[config.mk]
export PLATFORM = sky130hd
export DESIGN_NAME = sclk_mode_detect
export DESIGN_NICKNAME = d
export VERILOG_FILES = /design/src/rtl/scm_pkg.sv /design/src/rtl/sync_chain.sv /design/src/rtl/edge_det.sv /design/src/rtl/phase_edge_counter.sv /design/src/rtl/idle_period_counter.sv /design/src/rtl/sclk_mode_detect.sv
export SDC_FILE = /design/constraint.sdc
export NUM_CORES = 1
export LEC_CHECK = 0
export ABC_AREA = 1
export BUFFER_PORTS_ARGS = -buffer_cell sky130_fd_sc_hd__buf_2
export CAP_MARGIN = 25
export CORE_ASPECT_RATIO = 1.5
export CORE_UTILIZATION = 40
export CTS_BUF_LIST = sky130_fd_sc_hd__clkbuf_16
export DETAILED_ROUTE_END_ITERATION = 12
export HOLD_SLACK_MARGIN = 0.1
export MAX_ROUTING_LAYER = met4
export PLACE_DENSITY = 0.71
export SLEW_MARGIN = 30
export SYNTH_ARGS = -nofsm -noshare
export SYNTH_HDL_FRONTEND = slang
export SYNTH_SLANG_ARGS = --single-unit
[constraint.sdc]
create_clock -name clk_i -period 1.78 [get_ports clk_i]
set_input_delay 0.089 -clock clk_i [delete_from_list [all_inputs] [get_ports clk_i]]
set_output_delay 0.089 -clock clk_i [all_outputs]
set_load 0.1 [all_outputs]
[src/rtl/scm_pkg.sv]
`timescale 1ns/1ps
package scm_pkg;
  typedef enum logic {
    SRC_INT = 1'b0,
    SRC_EXT = 1'b1
  } sclk_src_e;
endpackage

[src/rtl/sync_chain.sv]
`timescale 1ns/1ps
module sync_chain #(
  parameter int unsigned W      = 1,
  parameter int unsigned STAGES = 2
) (
  input  logic         clk_i,
  input  logic         rst_ni,
  input  logic [W-1:0] d_i,
  output logic [W-1:0] q_o
);
  logic [STAGES-1:0][W-1:0] stg_q;

  always_ff @(posedge clk_i or negedge rst_ni) begin
    if (!rst_ni) begin
      stg_q <= '0;
    end else begin
      stg_q[0] <= d_i;
      for (int k = 1; k < int'(STAGES); k++) stg_q[k] <= stg_q[k-1];
    end
  end

  assign q_o = stg_q[STAGES-1];
endmodule

[src/rtl/edge_det.sv]
`timescale 1ns/1ps
module edge_det #(
  parameter int unsigned W = 1
) (
  input  logic         clk_i,
  input  logic         rst_ni,
  input  logic [W-1:0] d_i,
  output logic [W-1:0] rise_o,
  output logic [W-1:0] tog_o
);
  logic [W-1:0] d_q;

  always_ff @(posedge clk_i or negedge rst_ni) begin
    if (!rst_ni) d_q <= '0;
    else         d_q <= d_i;
  end

  assign rise_o = d_i & ~d_q;
  assign tog_o  = d_i ^ d_q;
endmodule

[src/rtl/phase_edge_counter.sv]
`timescale 1ns/1ps
module phase_edge_counter #(
  parameter int unsigned LIMIT = 16,
  parameter int unsigned CW    = $clog2(LIMIT + 1)
) (
  input  logic          clk_i,
  input  logic          rst_ni,
  input  logic          frame_tog_i,
  input  logic          bit_rise_i,
  output logic [CW-1:0] cnt_o,
  output logic          hit_o
);
  localparam logic [CW-1:0] CMAX = CW'(LIMIT);
  localparam logic [CW-1:0] ONE  = CW'(1);

  logic [CW-1:0] cnt_q, cnt_d;

  always_comb begin
    cnt_d = cnt_q;
    if (frame_tog_i)                           cnt_d = bit_rise_i ? ONE : '0;
    else if (bit_rise_i && (cnt_q != CMAX))    cnt_d = cnt_q + ONE;
  end

  // threshold crossed on this edge (not merely sitting at it)
  assign hit_o = bit_rise_i && (cnt_d == CMAX) && (frame_tog_i || (cnt_q != CMAX));

  always_ff @(posedge clk_i or negedge rst_ni) begin
    if (!rst_ni) cnt_q <= '0;
    else         cnt_q <= cnt_d;
  end

  assign cnt_o = cnt_q;

  p_cnt_sat_r5: assert property (@(posedge clk_i) disable iff (!rst_ni)
    cnt_q <= CMAX);
  p_cnt_hold_r3: assert property (@(posedge clk_i) disable iff (!rst_ni)
    (!frame_tog_i && !bit_rise_i) |=> $stable(cnt_q));
  p_cnt_step_r3: assert property (@(posedge clk_i) disable iff (!rst_ni)
    (!frame_tog_i && bit_rise_i && (cnt_q < CMAX)) |=> (cnt_q == $past(cnt_q) + ONE));
  p_cnt_clear_r4: assert property (@(posedge clk_i) disable iff (!rst_ni)
    frame_tog_i |=> (cnt_q <= ONE));
endmodule

[src/rtl/idle_period_counter.sv]
`timescale 1ns/1ps
module idle_period_counter #(
  parameter int unsigned PERIODS = 2
) (
  input  logic clk_i,
  input  logic rst_ni,
  input  logic frame_rise_i,
  input  logic bit_rise_i,
  output logic exit_o
);
  // counts frame rises since the last bit-clock rise; first rise opens a period
  localparam int unsigned IMAX = PERIODS + 1;
  localparam int unsigned IW   = $clog2(IMAX + 1);
  localparam logic [IW-1:0] LAST = IW'(PERIODS);
  localparam logic [IW-1:0] TOP  = IW'(IMAX);

  logic [IW-1:0] idle_q, idle_d;

  always_comb begin
    idle_d = idle_q;
    if (bit_rise_i)                         idle_d = '0;
    else if (frame_rise_i && idle_q != TOP) idle_d = idle_q + IW'(1);
  end

  assign exit_o = frame_rise_i && !bit_rise_i && (idle_q == LAST);

  always_ff @(posedge clk_i or negedge rst_ni) begin
    if (!rst_ni) idle_q <= '0;
    else         idle_q <= idle_d;
  end

  p_idle_sat_r8: assert property (@(posedge clk_i) disable iff (!rst_ni)
    idle_q <= TOP);
  p_bit_clears_r9: assert property (@(posedge clk_i) disable iff (!rst_ni)
    bit_rise_i |=> (idle_q == '0));
  p_idle_hold_r8: assert property (@(posedge clk_i) disable iff (!rst_ni)
    (!bit_rise_i && !frame_rise_i) |=> $stable(idle_q));
endmodule

[src/rtl/sclk_mode_detect.sv]
`timescale 1ns/1ps
module sclk_mode_detect
  import scm_pkg::*;
#(
  parameter int unsigned SYNC_STAGES  = 2,
  parameter int unsigned ENTRY_EDGES  = 16,
  parameter int unsigned EXIT_PERIODS = 2,
  localparam int unsigned CNT_W       = $clog2(ENTRY_EDGES + 1)
) (
  input  logic             clk_i,
  input  logic             rst_ni,
  input  logic             sclk_i,
  input  logic             lrck_i,
  input  logic             lrck_int_i,
  output logic             ext_mode_o,
  output logic [CNT_W-1:0] edge_cnt_o
);
  localparam logic [CNT_W-1:0] CMAX = CNT_W'(ENTRY_EDGES);

  logic       sclk_s, lrck_s, sclk_d_q, sclk_rise;
  logic [1:0] fr_rise, fr_tog;   // [1] frame pin, [0] internal reference
  logic       frame_tog, frame_rise;
  logic       entry_hit, exit_hit;
  sclk_src_e  mode_q;

  sync_chain #(.W(2), .STAGES(SYNC_STAGES)) u_sync (
    .clk_i (clk_i),
    .rst_ni(rst_ni),
    .d_i   ({sclk_i, lrck_i}),
    .q_o   ({sclk_s, lrck_s})
  );

  always_ff @(posedge clk_i or negedge rst_ni) begin
    if (!rst_ni) sclk_d_q <= 1'b0;
    else         sclk_d_q <= sclk_s;
  end
  assign sclk_rise = sclk_s & ~sclk_d_q;

  edge_det #(.W(2)) u_frame_edges (
    .clk_i (clk_i),
    .rst_ni(rst_ni),
    .d_i   ({lrck_s, lrck_int_i}),
    .rise_o(fr_rise),
    .tog_o (fr_tog)
  );

  // frame reference follows the current clock source
  assign frame_tog  = (mode_q == SRC_EXT) ? fr_tog[1]  : fr_tog[0];
  assign frame_rise = (mode_q == SRC_EXT) ? fr_rise[1] : fr_rise[0];

  phase_edge_counter #(.LIMIT(ENTRY_EDGES), .CW(CNT_W)) u_phase_cnt (
    .clk_i      (clk_i),
    .rst_ni     (rst_ni),
    .frame_tog_i(frame_tog),
    .bit_rise_i (sclk_rise),
    .cnt_o      (edge_cnt_o),
    .hit_o      (entry_hit)
  );

  idle_period_counter #(.PERIODS(EXIT_PERIODS)) u_idle_cnt (
    .clk_i       (clk_i),
    .rst_ni      (rst_ni),
    .frame_rise_i(frame_rise),
    .bit_rise_i  (sclk_rise),
    .exit_o      (exit_hit)
  );

  always_ff @(posedge clk_i or negedge rst_ni) begin
    if (!rst_ni)                               mode_q <= SRC_INT;
    else if (mode_q == SRC_INT && entry_hit)   mode_q <= SRC_EXT;
    else if (mode_q == SRC_EXT && exit_hit)    mode_q <= SRC_INT;
  end

  assign ext_mode_o = (mode_q == SRC_EXT);

  p_enter_r6: assert property (@(posedge clk_i) disable iff (!rst_ni)
    (mode_q == SRC_INT && entry_hit) |=> (mode_q == SRC_EXT));
  p_enter_at_limit_r6: assert property (@(posedge clk_i) disable iff (!rst_ni)
    $rose(mode_q == SRC_EXT) |-> (edge_cnt_o == CMAX));
  p_exit_r8: assert property (@(posedge clk_i) disable iff (!rst_ni)
    (mode_q == SRC_EXT && exit_hit) |=> (mode_q == SRC_INT));
  p_mode_stable_r10: assert property (@(posedge clk_i) disable iff (!rst_ni)
    (!entry_hit && !exit_hit) |=> $stable(mode_q));
endmodule

==> results of run 1 <==
## flip-flops by register name, indices dropped and copies added (netlist names)
name	count
u_sync.q_o	2
u_idle_cnt.idle_q	2
ext_mode_o	1
u_phase_cnt.cnt_o	5
u_frame_edges.d_q	2
sclk_d_q	1
u_sync.stg_q	2
## worst max-delay path by stage
stage	start	slack [ps]	endpoint
final	lrck_int_i	230	ext_mode_o
after global placement	u_phase_cnt.cnt_o[0]	350	ext_mode_o
after global routing	lrck_int_i	110	ext_mode_o
after detailed placement	u_phase_cnt.cnt_o[0]	300	ext_mode_o
after floorplan	u_phase_cnt.cnt_o[4]	20	ext_mode_o
after CTS	lrck_int_i	220	ext_mode_o
## layer usage
metal / part of all wire (%) / global-route usage [%] / vias to the layer above
met2: 49 / 25.7 / 12
met5: 0 / - / -
met4: 4.5 / 11.8 / 0
met1: 44 / 21.0 / 295
met3: 2.4 / 2.37 / 7
li1: - / - / 343
## worst reg2reg max path, delay by kind of cell, from the launching register on
family,cells,cell delay (ps)
flops,1,440
buf+inv,3,180
compound gates,1,190
fa+ha+maj,1,130
simple gates,7,490
## synthesized netlist by cell type
| cell | number |
|---|---|
| nor2_1 | 5 |
| nand4_1 | 2 |
| dfrtp_1 | 15 |
| o21ai_0 | 3 |
| nand2_1 | 25 |
| nor2_4 | 1 |
| o21ai_2 | 1 |
| nand2_2 | 4 |
| nand3_1 | 8 |
| inv_1 | 18 |
| nor2_2 | 2 |
| a21oi_1 | 4 |
| inv_2 | 2 |
| clkinv_2 | 1 |
| a211oi_1 | 1 |
| ha_1 | 6 |
| or2_2 | 1 |
## power by group through the flow
stage | sequential, mW | clock, mW | combinational [mW]
after floorplan | 0.783 | 0 | 0.279
after global placement | 0.510 | 0 | 0.664
after detailed placement | 0.517 | 0 | 0.676
after CTS | 0.512 | 0.451 | 0.684
after global routing | 0.527 | 0.461 | 0.751
final | 0.512 | 0.440 | 0.680
## cells by family after synthesis
group | count (synthesis) | synth area share [%]
AO/OA/AOI/OAI | 9 | 6.40
adder cells (fa/ha/maj) | 6 | 9.36
buffers and inverters | 21 | 9.98
flip-flops | 15 | 46.8
AND/OR/NAND/NOR | 48 | 27.5
## area by class of cell
type / instances / area (um2) / share of cell area [%]
multi-input combinational: 63 / 347 / 34.5
tap: 21 / 26.3 / 2.62
clock inverter: 1 / 7.51 / 0.747
timing repair buffer: 14 / 90.1 / 8.97
clock buffer: 3 / 75.1 / 7.47
sequential: 15 / 379 / 37.7
inverter: 21 / 80.1 / 7.97
## placed cells by master, fill, tap and decap left out, types with 4 or more instances in the layout
| cell | instances |
|---|---|
| nor2_1 | 5 |
| nand3_1 | 8 |
| buf_2 | 10 |
| dlygate4sd3_1 | 4 |
| ha_1 | 6 |
| nand2_2 | 4 |
| nand2_1 | 25 |
| dfrtp_1 | 12 |
| a21oi_1 | 4 |
| inv_1 | 18 |
## timing repair
action / CTS / global route
endpoints found under the setup margin: 0 / 0
setup buffers: 0 / 0
hold endpoints to repair: 18 / 0
hold buffers: 4 / 0
## per-stage QoR
step	instances	util [%]	hold WS, ps
2_1_floorplan	99	-	-207
6_report	138	54.2	272
5_1_grt	138	54.2	322
3_3_place_gp	130	47.6	6.74
3_5_place_dp	130	47.6	5.81
4_1_cts	138	54.2	281
==> out/qor.yml, run 1 <==
power:
  clockPowerShare_pct: 27.0
  switching_share_pct: 45.6
  switchingPower_uw: 745
  combPwrFrac_pct: 41.7
  power.density_nw_per_um2: 1620
  fin_total_pwr_mw: 1.63
  ir_worst_vdd_mv: 0.830
  p_leak_nw: 0.544
  p_seq_share_pct: 31.4
  p_int_uw: 887
setup_path:
  end_kind: "flop"
  slowest_delay_ps: 530
  worstReg2RegEnd: "ext_mode_o"
  crit_cells: 14
  r2r_start: "u_phase_cnt.cnt_o[0]"
  cp_common_cell: "nand2_1"
  start_kind: "primary input"
  critPathMaxFanout: 3
  r2r_cells: 12
  cp.arrival_ps: 1740
  criticalPathCategory: "primary input to flop"
  path_cells: "dlygate4sd3_1 > buf_2 > ha_1 > inv_1 > nand2_2 > nand2_2 > clkinv_2 > nand2_1 > inv_1 > nand2_1 > nand2_1 > nor2_1 > nand2_1 > nand2_1"
  crit_family: "buffers and inverters"
  worst-path-buf-inv: 5
  cp_data_required_time_ps: 1960
  critPathSlowestCell: "dlygate4sd3_1"
  rrSetupSlack_ps: 300
clocking:
  path_clk_slew_ps: 50
  cts_resized: 0
  htreeDepth: 1
  root_buffer: "clkbuf_16"
  cts.sinks: 15
  clk_latency_ps: 250
  cts_tree: "built"
  numCtsBuffers: 3
  clockBufferDepth: 2
sta:
  relSlewSlack_pct: 67.9
  setup_violations: 0
  fin_crit_ps: 1550
  finalClockSkew_ps: 3.57
  tightest_slew_ps: 484
  min_period_over_period_pct: 87.4
  fmax_mhz: 643
  drv_slew: 0
  setup_ws_ps: 225
  hold_viol: 0
  rsz0062_at_grt: "no"
  setup_tns_ps: 0
detailed_routing:
  ant_nets: 0
  postRouteWirelength_mm: 1.39
  drc: 0
  vias_per_cell: 4.76
  drt_first_pass_iters: 4
  drtIter0Drc: 12
  post_drt_wl_per_cell_um: 10.1
  dr_total_vias: 657
min_path:
  min-delay-path-class: "primary input to async pin"
synth:
  syn_avg_cell_area_um2: 8.10
  synth.top_cell.area_share_pct: 46.8
  synthTopCellsByArea: "dfrtp_1 47%, nand2_1 12%, ha_1 9.4%"
  yosysTopAreaCell: "dfrtp_1"
  synth_seq_cells: 15
  ys_warn_count: 0
  ys_types: 17
  yosysSeqAreaShare_pct: 46.8
  syn_area_um2: 802
  synth_nets: 110
  netlist_instances: 99
die:
  dieArea_um2: 2190
  die_h_um: 56.8
  die_w_um: 38.6
  start_util_pct: 43.3
  core_area_um2: 1850
  pin_count: 11
  rows: 19
flow_run:
  maxCapViolCount: 0
grt:
  grt_usage_pct: 17.3
  grt_pass1_vias: 626
  grt_overflow: 0
  grt_max_degree: 16
  grt_pass1_wl_mm: 2.57
  antenna_found_initial: 0
place:
  place_hpwl_mm: 1.03
  preCtsSetupSlack_ps: 295
  placed_cell_area_um2: 882
  port_buffers: 10
  place_congestion: 0.819
run_status:
  outcome: "finished, final reports clean"
layout:
  fillCellCount: 168
  finalInstanceArea_um2: 1000
  final_nets: 129
  antenna_cells: 0
  area_growth_pct: 25.3
  drive_above_1_share_pct: 24.8
(Power assumes the default switching activity.)
==> run 2, diff against run 1 <==
SETUP_SLACK_MARGIN = 0.3   (was default)
==> out/qor.yml, run 2 (synthesis gave the netlist of run 1 again) <==
run_status:
  outcome: "finished, final reports clean"
place:
  place_hpwl_mm: 1.11
  placed_cell_area_um2: 898
  place_congestion: 0.788
  preCtsSetupSlack_ps: 277
  port_buffers: 10
  dpl.cell_count: 130
setup_path:
  critPathSlowestCell: "dfrtp_4"
  path_cells: "inv_2 > ha_4 > nand2_2 > inv_2 > nand2_4 > nand2_8 > inv_2 > nand2_1 > nand2_1 > nand2_1 > nor2_1 > nand2_1 > nand2_1"
  rrSetupSlack_ps: 290
  crit_end: "ext_mode_o"
  cp.arrival_ps: 1630
  slowest_delay_ps: 500
  critPathMaxFanout: 6
  crit_cells: 13
  r2r_start: "u_phase_cnt.cnt_o[1]"
  cp_data_required_time_ps: 1920
  start_kind: "flop"
  worstReg2RegEnd: "ext_mode_o"
  crit_family: "simple AND/OR/NAND/NOR gates"
  end_kind: "flop"
  worst-path-buf-inv: 3
  cp_common_cell: "nand2_1"
  worstSetupStartpoint: "u_phase_cnt.cnt_o[1]"
  r2r_cells: 13
  criticalPathCategory: "flop to flop"
clocking:
  clk_latency_ps: 250
  cts.sinks: 15
  path_clk_slew_ps: 50
  cts_tree: "built"
  root_buffer: "clkbuf_16"
  numCtsBuffers: 3
  htreeDepth: 1
  clockBufferDepth: 2
grt:
  grt_pass1_wl_mm: 2.66
  grt_overflow: 0
  grt_pass1_vias: 656
  antenna_found_initial: 0
  grt_usage_pct: 17.9
  grt_max_degree: 16
sta:
  finalClockSkew_ps: 4.95
  setup_ws_ps: 291
  relSlewSlack_pct: 67.8
  fmax_mhz: 672
  setup_violations: 0
  whs_ps: 282
  rsz0062_at_grt: "yes"
  drv_slew: 0
  setup_tns_ps: 0
  tightest_slew_ps: 487
  fin_crit_ps: 1490
  hold_viol: 0
  min_period_over_period_pct: 83.6
power:
  fin_total_pwr_mw: 1.82
  switchingPower_uw: 836
  ir_worst_vdd_mv: 1.05
  p_seq_share_pct: 29.1
  p_int_uw: 986
  switching_share_pct: 45.9
  power.density_nw_per_um2: 1600
  p_leak_nw: 0.574
  clockPowerShare_pct: 24.0
  combPwrFrac_pct: 46.9
layout:
  fillCellCount: 156
  area_growth_pct: 42.3
  final_cell_mix: "22 x nand2_1, 13 x inv_1, 10 x buf_2"
  layout_commonest_cell: "nand2_1"
  final_nets: 133
  antenna_cells: 0
  largest_reg_flops: 5
  fin_util_pct: 61.5
  final_cells: 142
  drive_above_1_share_pct: 42.1
  finalInstanceArea_um2: 1140
detailed_routing:
  dr_total_vias: 702
  vias_per_cell: 4.94
  drtIter0Drc: 12
  drc: 0
  drt_first_pass_iters: 6
  postRouteWirelength_mm: 1.71
  post_drt_wl_per_cell_um: 12.1
  ant_nets: 0
die:
  die_h_um: 56.8
  rows: 19
  pin_count: 11
  dieArea_um2: 2190
  core_area_um2: 1850
  die_w_um: 38.6
  start_util_pct: 43.3
flow_run:
  maxCapViolCount: 0
min_path:
  min-delay-path-class: "primary input to async pin"
run 2: cell count changes in the layout (fill, tap and decap cells not counted), sizes merged:
cell | previous run | this run
buf | 10 | 14
clkinv | 1 | 0
inv | 20 | 21
run 2: area by class of cell:
class                           count  area [um2]  share of cell area (%)
Timing Repair Buffer               18         120                    10.5
Inverter                           21        83.8                    7.35
Sequential cell                    15         388                    34.0
Tap cell                           21        26.3                    2.30
Clock inverter                      1        7.51                   0.658
Multi-Input combinational cell     63         440                    38.6
Clock buffer                        3        75.1                    6.58
run 2: worst min-delay path by stage:
stage / endpoint / cells after the start
6_report: u_idle_cnt.idle_q[0] / 2
5_1_grt: u_idle_cnt.idle_q[1] / 2
4_1_cts: u_sync.stg_q[1] / 2
3_5_place_dp: u_sync.stg_q[1] / 1
3_3_place_gp: u_sync.stg_q[1] / 1
2_1_floorplan: ext_mode_o / 0
run 2: worst reg2reg max path, stage by stage (launching register included):
cell and delay (ps):
dfrtp_4 500, inv_2 90, ha_4 130, nand2_2 50, inv_2 70, nand2_4 70, nand2_8 90, inv_2 40
nand2_1 50, nand2_1 80, nand2_1 70, nor2_1 40, nand2_1 50, nand2_1 50
run 2: what timing repair did:
| action | CTS | global route |
|---|---|---|
| setup buffers | 0 | 4 |
| gates resized for setup | 1 | 19 |
| pin swaps | 1 | 11 |
| cloned | 0 | 0 |
| setup endpoints to repair | 1 | 1 |
| hold endpoints to repair | 18 | 0 |
| hold buffers | 4 | 0 |
run 2: per-layer routing:
| metal | GRT usage [%] | part of all wire, % | up-vias |
|---|---|---|---|
| li1 | - | - | 352 |
| met1 | 18.9 | 37 | 329 |
| met2 | 30.0 | 57 | 14 |
| met3 | 2.37 | 2.0 | 7 |
| met4 | 10.3 | 3.4 | 0 |
| met5 | - | 0 | - |
run 2: power by group through the flow:
stage                     sequential (mW)  clock, mW  combinational, mW
after floorplan                     0.800          0              0.288
after global placement              0.522          0              0.674
after detailed placement            0.527          0              0.689
after CTS                           0.524      0.451              0.707
after global routing                0.541      0.462              0.923
final                               0.530      0.437              0.855
